### config.mk
export PLATFORM = sky130hd
export DESIGN_NAME = uart_core
export DESIGN_NICKNAME = d
export VERILOG_FILES = /design/src/rtl/uart_pkg.sv /design/src/rtl/uart_ctrl.sv /design/src/rtl/uart_dpath.sv /design/src/rtl/uart_core.sv
export SDC_FILE = /design/constraint.sdc
export NUM_CORES = 1
export LEC_CHECK = 0
export CAP_MARGIN = 10
export CORE_UTILIZATION = 38
export DETAILED_ROUTE_END_ITERATION = 10
export SYNTH_ARGS = -nofsm -noshare
export SYNTH_HDL_FRONTEND = slang
export SYNTH_SLANG_ARGS = --single-unit
### constraint.sdc
create_clock -name clk -period 4.9 [get_ports clk]
set_input_delay 0.735 -clock clk [delete_from_list [all_inputs] [get_ports clk]]
set_output_delay 0.735 -clock clk [all_outputs]
set_load 0.01 [all_outputs]
### src/rtl/uart_pkg.sv
package uart_pkg;
  localparam logic [2:0] ADDR_DATA  = 3'd0;
  localparam logic [2:0] ADDR_DIVHI = 3'd1;
  localparam logic [2:0] ADDR_DIVLO = 3'd2;
  localparam logic [2:0] ADDR_FMT   = 3'd3;
  localparam logic [2:0] ADDR_MASK  = 3'd4;
  localparam logic [2:0] ADDR_STAT  = 3'd5;

  localparam int MAX_FRAME = 12;  // start + 8 data + parity + 2 stop
  localparam int RX_BITS   = 9;   // data plus parity captured by receiver

  // strobes from control to datapath
  typedef struct packed {
    logic       txLoad;
    logic       txShift;
    logic       rxClear;
    logic       rxStore;
    logic [3:0] rxIdx;
    logic       rxFinish;
  } strobe_t;

  function automatic logic parityOf(input logic [7:0] d, input logic odd);
    return (^d) ^ odd;
  endfunction
endpackage

### src/rtl/uart_ctrl.sv
module uart_ctrl import uart_pkg::*; #(
  parameter int OVS = 16
) (
  input  logic       clk,
  input  logic       rstN,
  input  logic       wrEn,
  input  logic [2:0] addr,
  input  logic       tick,
  input  logic       rxBit,
  input  logic [1:0] lenCode,
  input  logic       parEn,
  input  logic       twoStop,
  output strobe_t    stb,
  output logic       txBusy
);
  localparam int SUB_W = $clog2(OVS);
  localparam logic [SUB_W-1:0] SUB_LAST = SUB_W'(OVS - 1);
  localparam logic [SUB_W-1:0] SUB_MID  = SUB_W'(OVS / 2 - 1);

  typedef enum logic [1:0] {RX_IDLE, RX_START, RX_BITS, RX_STOP} rxState_t;

  logic [3:0] nData, frameLen, rxLen;
  assign nData    = 4'd5 + {2'b00, lenCode};
  assign frameLen = 4'd2 + nData + {3'b000, parEn} + {3'b000, twoStop};
  assign rxLen    = nData + {3'b000, parEn};

  // transmit sequencing
  logic             txBusyR;
  logic [SUB_W-1:0] txSub;
  logic [3:0]       txIdx;
  logic             txAccept, txBitEnd, txLastBit;

  assign txAccept  = wrEn && (addr == ADDR_DATA) && !txBusyR;
  assign txBitEnd  = txBusyR && tick && (txSub == SUB_LAST);
  assign txLastBit = (txIdx == frameLen - 4'd1);
  assign txBusy    = txBusyR;

  always_ff @(posedge clk) begin
    if (!rstN) begin
      txBusyR <= 1'b0;
      txSub   <= '0;
      txIdx   <= '0;
    end else if (txAccept) begin
      txBusyR <= 1'b1;
      txSub   <= '0;
      txIdx   <= '0;
    end else if (txBusyR && tick) begin
      if (txSub == SUB_LAST) begin
        txSub <= '0;
        if (txLastBit) txBusyR <= 1'b0;
        else           txIdx   <= txIdx + 4'd1;
      end else begin
        txSub <= txSub + 1'b1;
      end
    end
  end

  // receive sequencing
  rxState_t         rxState;
  logic [SUB_W-1:0] rxSub;
  logic [3:0]       rxIdxR;
  logic             rxLast;
  logic             startSeen, rxSubEnd;

  assign startSeen = (rxState == RX_IDLE) && tick && rxLast && !rxBit;
  assign rxSubEnd  = tick && (rxSub == SUB_LAST);

  always_ff @(posedge clk) begin
    if (!rstN) begin
      rxState <= RX_IDLE;
      rxSub   <= '0;
      rxIdxR  <= '0;
      rxLast  <= 1'b1;
    end else begin
      if (tick) rxLast <= rxBit;
      unique case (rxState)
        RX_IDLE: if (startSeen) begin
          rxState <= RX_START;
          rxSub   <= '0;
        end
        RX_START: if (tick) begin
          if (rxSub == SUB_MID) begin
            rxSub   <= '0;
            rxIdxR  <= '0;
            rxState <= rxBit ? RX_IDLE : RX_BITS;
          end else begin
            rxSub <= rxSub + 1'b1;
          end
        end
        RX_BITS: if (tick) begin
          if (rxSub == SUB_LAST) begin
            rxSub <= '0;
            if (rxIdxR == rxLen - 4'd1) rxState <= RX_STOP;
            else                        rxIdxR  <= rxIdxR + 4'd1;
          end else begin
            rxSub <= rxSub + 1'b1;
          end
        end
        RX_STOP: if (tick) begin
          if (rxSub == SUB_LAST) rxState <= RX_IDLE;
          else                   rxSub   <= rxSub + 1'b1;
        end
        default: rxState <= RX_IDLE;
      endcase
    end
  end

  always_comb begin
    stb          = '0;
    stb.txLoad   = txAccept;
    stb.txShift  = txBitEnd && !txLastBit;
    stb.rxClear  = startSeen;
    stb.rxStore  = (rxState == RX_BITS) && rxSubEnd;
    stb.rxIdx    = rxIdxR;
    stb.rxFinish = (rxState == RX_STOP) && rxSubEnd;
  end
endmodule

### src/rtl/uart_dpath.sv
module uart_dpath import uart_pkg::*; #(
  parameter int DIV_W = 16
) (
  input  logic       clk,
  input  logic       rstN,
  input  logic       wrEn,
  input  logic       rdEn,
  input  logic [2:0] addr,
  input  logic [7:0] wrData,
  input  logic       rxLine,
  input  strobe_t    stb,
  input  logic       txBusy,
  output logic [7:0] rdData,
  output logic       txLine,
  output logic       txIrq,
  output logic       rxIrq,
  output logic       tick,
  output logic       rxBit,
  output logic [1:0] lenCode,
  output logic       parEn,
  output logic       twoStop
);
  localparam int HI_W  = DIV_W - 8;
  localparam int CNT_W = DIV_W + 1;

  // programmable registers
  logic [HI_W-1:0] divHi;
  logic [7:0]      divLo;
  logic [1:0]      lenR;
  logic            parEnR, oddR, twoR;
  logic [1:0]      maskR;

  always_ff @(posedge clk) begin
    if (!rstN) begin
      divHi  <= '0;
      divLo  <= 8'd1;
      lenR   <= 2'd3;
      parEnR <= 1'b0;
      oddR   <= 1'b0;
      twoR   <= 1'b0;
      maskR  <= '0;
    end else if (wrEn) begin
      unique case (addr)
        ADDR_DIVHI: divHi <= wrData[HI_W-1:0];
        ADDR_DIVLO: divLo <= wrData;
        ADDR_FMT: begin
          lenR   <= wrData[1:0];
          parEnR <= wrData[2];
          oddR   <= wrData[3];
          twoR   <= wrData[4];
        end
        ADDR_MASK: maskR <= wrData[1:0];
        default: ;
      endcase
    end
  end

  assign lenCode = lenR;
  assign parEn   = parEnR;
  assign twoStop = twoR;

  // oversampling tick generator, divisor zero counts as 2**DIV_W
  logic [DIV_W-1:0] divisor;
  logic [CNT_W-1:0] limit, baudCnt;
  assign divisor = {divHi, divLo};
  assign limit   = (divisor == '0) ? (CNT_W'(1) << DIV_W) : {1'b0, divisor};
  assign tick    = (baudCnt >= limit - CNT_W'(1));

  always_ff @(posedge clk) begin
    if (!rstN) baudCnt <= '0;
    else       baudCnt <= tick ? '0 : baudCnt + CNT_W'(1);
  end

  // receive line synchronizer
  logic rxMeta, rxSyncR;
  always_ff @(posedge clk) begin
    if (!rstN) begin
      rxMeta  <= 1'b1;
      rxSyncR <= 1'b1;
    end else begin
      rxMeta  <= rxLine;
      rxSyncR <= rxMeta;
    end
  end
  assign rxBit = rxSyncR;

  // transmit shift register
  logic [7:0]           dataMask;
  logic                 txPar;
  logic [MAX_FRAME-1:0] frameVec, txSh;
  int                   nDataInt;

  assign dataMask = 8'hFF >> (2'd3 - lenR);
  assign nDataInt = int'(lenR) + 5;
  assign txPar    = parityOf(wrData & dataMask, oddR);

  always_comb begin
    frameVec    = '1;
    frameVec[0] = 1'b0;
    for (int i = 1; i < MAX_FRAME; i++) begin
      if (i <= nDataInt && i <= 8) frameVec[i] = wrData[(i - 1) % 8];
      else if (parEnR && i == nDataInt + 1) frameVec[i] = txPar;
    end
  end

  always_ff @(posedge clk) begin
    if (!rstN)            txSh <= '1;
    else if (stb.txLoad)  txSh <= frameVec;
    else if (stb.txShift) txSh <= {1'b1, txSh[MAX_FRAME-1:1]};
  end
  assign txLine = txSh[0];

  // receive capture and status
  logic [RX_BITS-1:0] rxReg;
  logic [7:0]         rxData, rxMasked;
  logic               rxValid, pErr, fErr, ovr;
  logic               rxParBit, rxParBad, rdRx;

  assign rxMasked = rxReg[7:0] & dataMask;
  always_comb begin
    unique case (lenR)
      2'd0: rxParBit = rxReg[5];
      2'd1: rxParBit = rxReg[6];
      2'd2: rxParBit = rxReg[7];
      default: rxParBit = rxReg[8];
    endcase
  end
  assign rxParBad = parEnR && (rxParBit != parityOf(rxMasked, oddR));
  assign rdRx     = rdEn && (addr == ADDR_DATA);

  always_ff @(posedge clk) begin
    if (!rstN) begin
      rxReg   <= '0;
      rxData  <= '0;
      rxValid <= 1'b0;
      pErr    <= 1'b0;
      fErr    <= 1'b0;
      ovr     <= 1'b0;
    end else begin
      if (stb.rxClear) rxReg <= '0;
      else if (stb.rxStore) begin
        for (int i = 0; i < RX_BITS; i++)
          if (stb.rxIdx == 4'(i)) rxReg[i] <= rxBit;
      end
      if (stb.rxFinish) begin
        rxData  <= rxMasked;
        rxValid <= 1'b1;
        pErr    <= rxParBad;
        fErr    <= !rxBit;
        ovr     <= (ovr || rxValid) && !rdRx;
      end else if (rdRx) begin
        rxValid <= 1'b0;
        pErr    <= 1'b0;
        fErr    <= 1'b0;
        ovr     <= 1'b0;
      end
    end
  end

  always_comb begin
    unique case (addr)
      ADDR_DATA:  rdData = rxData;
      ADDR_DIVHI: rdData = 8'(divHi);
      ADDR_DIVLO: rdData = divLo;
      ADDR_FMT:   rdData = {3'b000, twoR, oddR, parEnR, lenR};
      ADDR_MASK:  rdData = {6'b0, maskR};
      ADDR_STAT:  rdData = {3'b000, ovr, fErr, pErr, txBusy, rxValid};
      default:    rdData = '0;
    endcase
  end

  assign txIrq = maskR[0] && !txBusy;
  assign rxIrq = maskR[1] && rxValid;
endmodule

### src/rtl/uart_core.sv
module uart_core import uart_pkg::*; #(
  parameter int DIV_W = 16,
  parameter int OVS   = 16
) (
  input  logic       clk,
  input  logic       rstN,
  input  logic       wrEn,
  input  logic       rdEn,
  input  logic [2:0] addr,
  input  logic [7:0] wrData,
  output logic [7:0] rdData,
  input  logic       rxLine,
  output logic       txLine,
  output logic       txIrq,
  output logic       rxIrq
);
  strobe_t    stb;
  logic       tick, rxBit, parEn, twoStop, txBusy;
  logic [1:0] lenCode;

  uart_ctrl #(.OVS(OVS)) ctrl_i (
    .clk(clk), .rstN(rstN), .wrEn(wrEn), .addr(addr), .tick(tick),
    .rxBit(rxBit), .lenCode(lenCode), .parEn(parEn), .twoStop(twoStop),
    .stb(stb), .txBusy(txBusy)
  );

  uart_dpath #(.DIV_W(DIV_W)) dpath_i (
    .clk(clk), .rstN(rstN), .wrEn(wrEn), .rdEn(rdEn), .addr(addr),
    .wrData(wrData), .rxLine(rxLine), .stb(stb), .txBusy(txBusy),
    .rdData(rdData), .txLine(txLine), .txIrq(txIrq), .rxIrq(rxIrq),
    .tick(tick), .rxBit(rxBit), .lenCode(lenCode), .parEn(parEn),
    .twoStop(twoStop)
  );
endmodule

==> run_results.csv, run 1 <==
group,metric,value,unit
run_status,status,"finished clean",
clocking,cts_sinks,95,
clocking,cts_hold_buf,0,
drt,drt_iter0_markers,236,
synth,synthTopCellsByCount,"dfxtp_1, nand2_1, nor2_1, ha_1, xnor2_1",
die,die_h,123,um
sta,setup_viol_count_final,0,
placement,place_ws,0.444,ns
hold_path,worstHoldPathType,"flop to flop",
finish,fin_nets,726,
synth,synth-main-ff-cell,"dfxtp_1",
synth,synthArstFlopShare,0,%
placement,dp_hpwl,9810,um
placement,gp_congestion,0.876,
power,vdd_drop_max,0.157,mV
placement,placed_cell_area,6010,sq um
power,leakage,2.42,nW
finish,antenna_cells,0,
worst_setup_path,end_kind,"flop",
synth,synth.avg_cell_area,8.48,sq um
sta,setup_ws,0.428,ns
drt,vias_per_cell,5.29,
synth,yosysTopAreaCell,"dfxtp_1",
run,max_cap_viol_count,0,
hold_path,min_from,"dpath_i.rxMeta",
worst_setup_path,r2r-start,"dpath_i.divLo[3]",
sta,period_needed,4.47,ns
power,p_per_area,273,nW/um^2
placement,portBuffers,26,
finish,drive_gt1_share,5.78,%
grt,grt_pass1_wl,21900,um
clocking,numCtsBuffers,9,
drt,via_count,4546,
clocking,cts-root-buf,"clkbuf_16",
grt,grt_remaining_overflow,0,
synth,synthDistinctLibCells,57,
clocking,cts_max_level,3,
synth,yosysSeqAreaShare,33.9,%
synth,syn-cell-area,5600,sq um
synth,yosysTopAreaCellShare,33.9,%
worst_setup_path,slowest_delay,0.57,ns
sta,rsz0062_at_grt,"no",
die,die_x,123,um
grt,grt_usage,18.7,%
clocking,postCtsSetupRepairBufs,0,
synth,yosysMostFrequentCell,"dfxtp_1",
worst_setup_path,cp_data_required_time,5.08,ns
synth,syn-instance-count,661,
synth,syn-num-nets,716,
die,rows,44,
synth,yosys_warnings,0,
synth,ys_top_cells_by_area,"dfxtp_1, ha_1, mux2i_1",
grt,grt_max_degree,44,
grt,antenna_found_initial,0,
grt,grt_pass1_vias,4457,
drt,routed_wl,13100,um
worst_setup_path,arrival,4.66,ns
worst_setup_path,critPathKind,"flop to flop",
finish,post-route-util,43.6,%
die,coreArea,14500,sq um
drt,first_pass_iters,4,
sta,whs,0.406,ns
sta,setup_tns,0,ns
sta,tightest_slew,0.834,ns
finish,final_cell_area,6310,sq um
drt,drt.antenna.violating_nets,0,
synth,synth_edf_count,0,
sta,post-route-period-util,91.3,%
die,die_area,15200,sq um
clocking,clock_latency,0.35,ns
worst_setup_path,regToRegSetupSlack,0.43,ns
die,start_util,38.7,%
finish,area_growth,12.6,%
synth,ys_seq_elements,95,
worst_setup_path,start_kind,"flop",
sta,relSlewSlack,44.3,%
clocking,cts_tree,"yes",
worst_setup_path,startpoint,"dpath_i.divLo[3]",
sta,slew_viol_final,0,
worst_setup_path,crit_slowest_cell,"or4_4",
clocking,max-clock-path-buffers,2,
sta,max_freq,224,MHz
drt,drc,0,
worst_setup_path,worstPathMaxFanout,13,
clocking,ctsResizeCount,0,
sta,hold_viol_final,0,
sta,skew,0.00787,ns
die,io_pins,27,
drt,avgRoutedWirePerCell,15.3,um
clocking,path_clk_slew,0.07,ns
worst_setup_path,path_cells,"or4_4 -> or3_1 -> nor2_4 -> a21oi_2 -> or3_4 -> nor2_1 -> xnor2_1 -> ha_1 -> a21o_1 -> nand3_1 -> a21oi_1 -> a211oi_1 -> a21boi_0 -> buf_4 -> nor4bb_4 -> buf_4 -> mux2i_1 -> a21oi_1",
==> flip-flops by register name (all words and copies together) (netlist names), 4 cells and up, named ones only <==
signal	flops
dpath_i.baudCnt	17
dpath_i.txSh	12
dpath_i.rxReg	9
dpath_i.divHi	8
dpath_i.divLo	8
dpath_i.rxData	8
ctrl_i.rxIdxR	4
ctrl_i.rxSub	4
ctrl_i.txIdx	4
ctrl_i.txSub	4
==> through the flow <==
| step | total power [mW] | instances |
|---|---|---|
| CTS | 1.75 | 859 |
| global route | 1.80 | 859 |
| detailed placement | 1.02 | 844 |
| floorplan | 0.956 | 661 |
| finish | 1.72 | 859 |
| global placement | 1.02 | 844 |
==> path summary, 6_finish.rpt <==
check	end	cells after the start
max reg2reg	dpath_i.txSh[3]	18
min	dpath_i.rxBit	1
max	dpath_i.txSh[3]	18
min reg2reg	dpath_i.rxBit	1
==> placed cells by master, fill, tap and decap left out, types with 11 or more instances in the layout <==
cell and count:
dfxtp_1 95, nand3_1 25, clkdlybuf4s50_1 25, nand4_1 14, xor2_1 20, nor2b_1 23, mux2i_1 36, xnor2_1 37
ha_1 38, o21ai_0 11, a21oi_1 25, nand2_1 88, a21boi_0 27, nor2_1 62, inv_1 15
==> cell type report <==
type | count | area [sq um]
Fill cell | 1411 | 8170
Multi-Input combinational cell | 519 | 3530
Sequential cell | 95 | 1900
Timing Repair Buffer | 31 | 293
Clock buffer | 12 | 256
Tap cell | 184 | 230
Inverter | 15 | 56.3
Clock inverter | 3 | 42.5
==> per-layer routing <==
layer / wire length (um) / up-vias / GRT usage, %
li1: - / 2312 / -
met1: 5880 / 2160 / 21.7
met2: 6590 / 58 / 33.6
met3: 440 / 16 / 4.61
met4: 197 / 0 / 5.57
met5: 0 / - / 0
==> cells by family (layout without fill, tap and decap cells) <==
group,count (synthesis),after routing,share of synthesized area [%]
adder cells (fa/ha/maj),39,39,8.84
XOR/XNOR,57,57,8.91
flip-flops,95,95,33.9
AO/OA/AOI/OAI,105,105,12.5
multiplexers,42,42,7.84
other,1,1,0.0669
buffers and inverters,47,61,3.33
AND/OR/NAND/NOR,275,275,24.5
==> power by group <==
group          internal [mW]  switching (mW)
combinational         0.0829           0.116
clock                  0.420           0.298
sequential             0.786          0.0209
total                   1.29           0.435
==> critical path: cells and delay by family, from the launching register on <==
family                     cells  cell delay, ns
muxes                          1            0.22
buffers and inverters          2            0.52
and+or+nand+nor                7            2.26
xor gates and xnor gates       1            0.14
AOI/OAI and AO/OA              6            0.62
adders and majority gates      1            0.17
DFF                            1            0.37
(Power assumes the default switching activity.)
==> run 2, diff against run 1 <==
Settings changed: GPL_ROUTABILITY_DRIVEN from default to 1, PLACE_DENSITY from default to 0.52.
==> run 2 against run 1 <==
Effect of this change: sequential cell count unchanged; hold slack improved by 0.010 ns; largest power group is now the clock network; final cell count rose by 0.12%; power is 8.9% higher; sequential share of layout area shrank 0.33 points; setup slack better by 0.16 ns; critical endpoint is now dpath_i.rxReg[0]; count of clock-buffer cells in the layout shrank 3; routed wire length is 2.1% higher; core utilization grew 0.48 points; sequential power is essentially flat; non-clock buffer count did not move.
==> run_results.csv, run 2 (synthesized netlist as in run 1, its figures left out) <==
group,metric,value,unit
die,die_x,123,um
finish,drive_gt1_share,6.07,%
clocking,path_clk_slew,0.07,ns
hold_path,min_from,"dpath_i.rxMeta",
drt,via_count,4492,
drt,first_pass_iters,6,
worst_setup_path,r2r-start,"dpath_i.divLo[3]",
finish,reg_top3,"dpath_i.baudCnt (17), dpath_i.txSh (12), dpath_i.rxReg (9)",
die,die_area,15200,sq um
run_status,status,"finished clean",
worst_setup_path,crit_slowest_cell,"or4_4",
placement,gp_congestion,0.802,
drt,drt.antenna.violating_nets,0,
finish,final_cell_area,6380,sq um
die,start_util,38.7,%
grt,grt_max_degree,56,
clocking,numCtsBuffers,9,
power,leakage,2.46,nW
finish,fin_nets,726,
sta,skew,0.00852,ns
worst_setup_path,slowest_delay,0.56,ns
sta,setup_viol_count_final,0,
sta,tightest_slew,0.819,ns
worst_setup_path,critPathBufInv,0,
drt,routed_wl,13400,um
finish,fillers,1448,
placement,dp_hpwl,10000,um
power,vdd_drop_max,0.184,mV
placement,portBuffers,26,
finish,area_growth,13.8,%
die,die_h,123,um
sta,post-route-period-util,88.1,%
clocking,cts_max_level,3,
worst_setup_path,crit_family,"simple AND/OR/NAND/NOR gates",
clocking,clock_latency,0.35,ns
sta,relSlewSlack,45.3,%
power,p_per_area,295,nW/um^2
sta,rsz0062_at_grt,"no",
sta,max_freq,232,MHz
sta,period_needed,4.32,ns
placement,placed_cell_area,6010,sq um
die,rows,44,
worst_setup_path,end_kind,"flop",
drt,drc,0,
drt,avgRoutedWirePerCell,15.6,um
drt,drt_iter0_markers,152,
worst_setup_path,startpoint,"dpath_i.divLo[3]",
hold_path,worstHoldPathType,"flop to flop",
sta,hold_viol_final,0,
die,coreArea,14500,sq um
finish,antenna_cells,0,
grt,grt_pass1_wl,22400,um
drt,vias_per_cell,5.22,
grt,grt_remaining_overflow,0,
clocking,postCtsSetupRepairBufs,0,
worst_setup_path,critPathKind,"flop to flop",
grt,grt_pass1_vias,4328,
worst_setup_path,path_cells,"or4_4 -> or3_1 -> nor2_4 -> a21oi_2 -> or3_4 -> nor4_4 -> xnor2_1 -> ha_1 -> nand3_1 -> a21oi_1 -> a211oi_1 -> a21bo_2 -> o21ai_0 -> o21ai_1 -> nor2_1",
worst_setup_path,arrival,4.54,ns
clocking,cts_sinks,95,
finish,final_common_cell,"dfxtp_1",
grt,grt_usage,19.4,%
clocking,cts_hold_buf,0,
run,max_cap_viol_count,0,
finish,regMostFlops,"dpath_i.baudCnt",
clocking,max-clock-path-buffers,2,
sta,slew_viol_final,0,
finish,largest_register_ffs,17,
die,io_pins,27,
clocking,cts_tree,"yes",
worst_setup_path,start_kind,"flop",
clocking,cts-root-buf,"clkbuf_16",
sta,setup_tns,0,ns
clocking,ctsResizeCount,0,
grt,antenna_found_initial,0,
worst_setup_path,cp_data_required_time,5.12,ns
finish,most-common-layout-cells,"dfxtp_1, nand2_1, nor2_1",
worst_setup_path,worstPathMaxFanout,19,
[run 2: cell count changes in the layout (fill, tap and decap cells not counted), sizes merged]
cell      before  now
clkbuf        12    9
clkinvlp       1    0
inv           15   17
bufinv         1    4
[run 2: final timing paths]
kind                 endpoint  slack, ns  cells past startpoint
max reg2reg  dpath_i.rxReg[0]       0.58                     15
min reg2reg     dpath_i.rxBit       0.42                      1
max          dpath_i.rxReg[0]       0.58                     15
min             dpath_i.rxBit       0.42                      1
[run 2: cell type report]
| type | instances | area (sq um) | share of cell area, % |
|---|---|---|---|
| Inverter | 15 | 56.3 | 0.883 |
| Timing Repair Buffer | 31 | 293 | 4.59 |
| Tap cell | 184 | 230 | 3.61 |
| Clock buffer | 9 | 225 | 3.53 |
| Clock inverter | 7 | 143 | 2.24 |
| Multi-Input combinational cell | 519 | 3530 | 55.3 |
| Sequential cell | 95 | 1900 | 29.8 |
[run 2: through the flow]
stage	cells	worst slack, ns	util (%)	hold WS, ns	power (mW)
floorplan	661	0.952	-	0.386	0.956
global placement	844	0.720	41.5	0.394	1.02
detailed placement	844	0.575	41.5	0.402	1.03
CTS	860	0.555	44.1	0.424	1.90
global route	860	0.162	44.1	0.433	1.96
finish	860	0.584	44.1	0.417	1.88
[run 2: routing by layer]
layer	wire (um)	track usage, %	vias up
met4	196	5.50	0
met1	6060	22.8	2137
met5	0	0	-
met3	308	4.89	14
li1	-	-	2314
met2	6830	34.7	27
[run 2: power by group]
part           internal, mW  total [mW]  switching [mW]
clock network         0.553       0.873           0.320
logic                0.0829       0.199           0.116
registers             0.786       0.806          0.0207
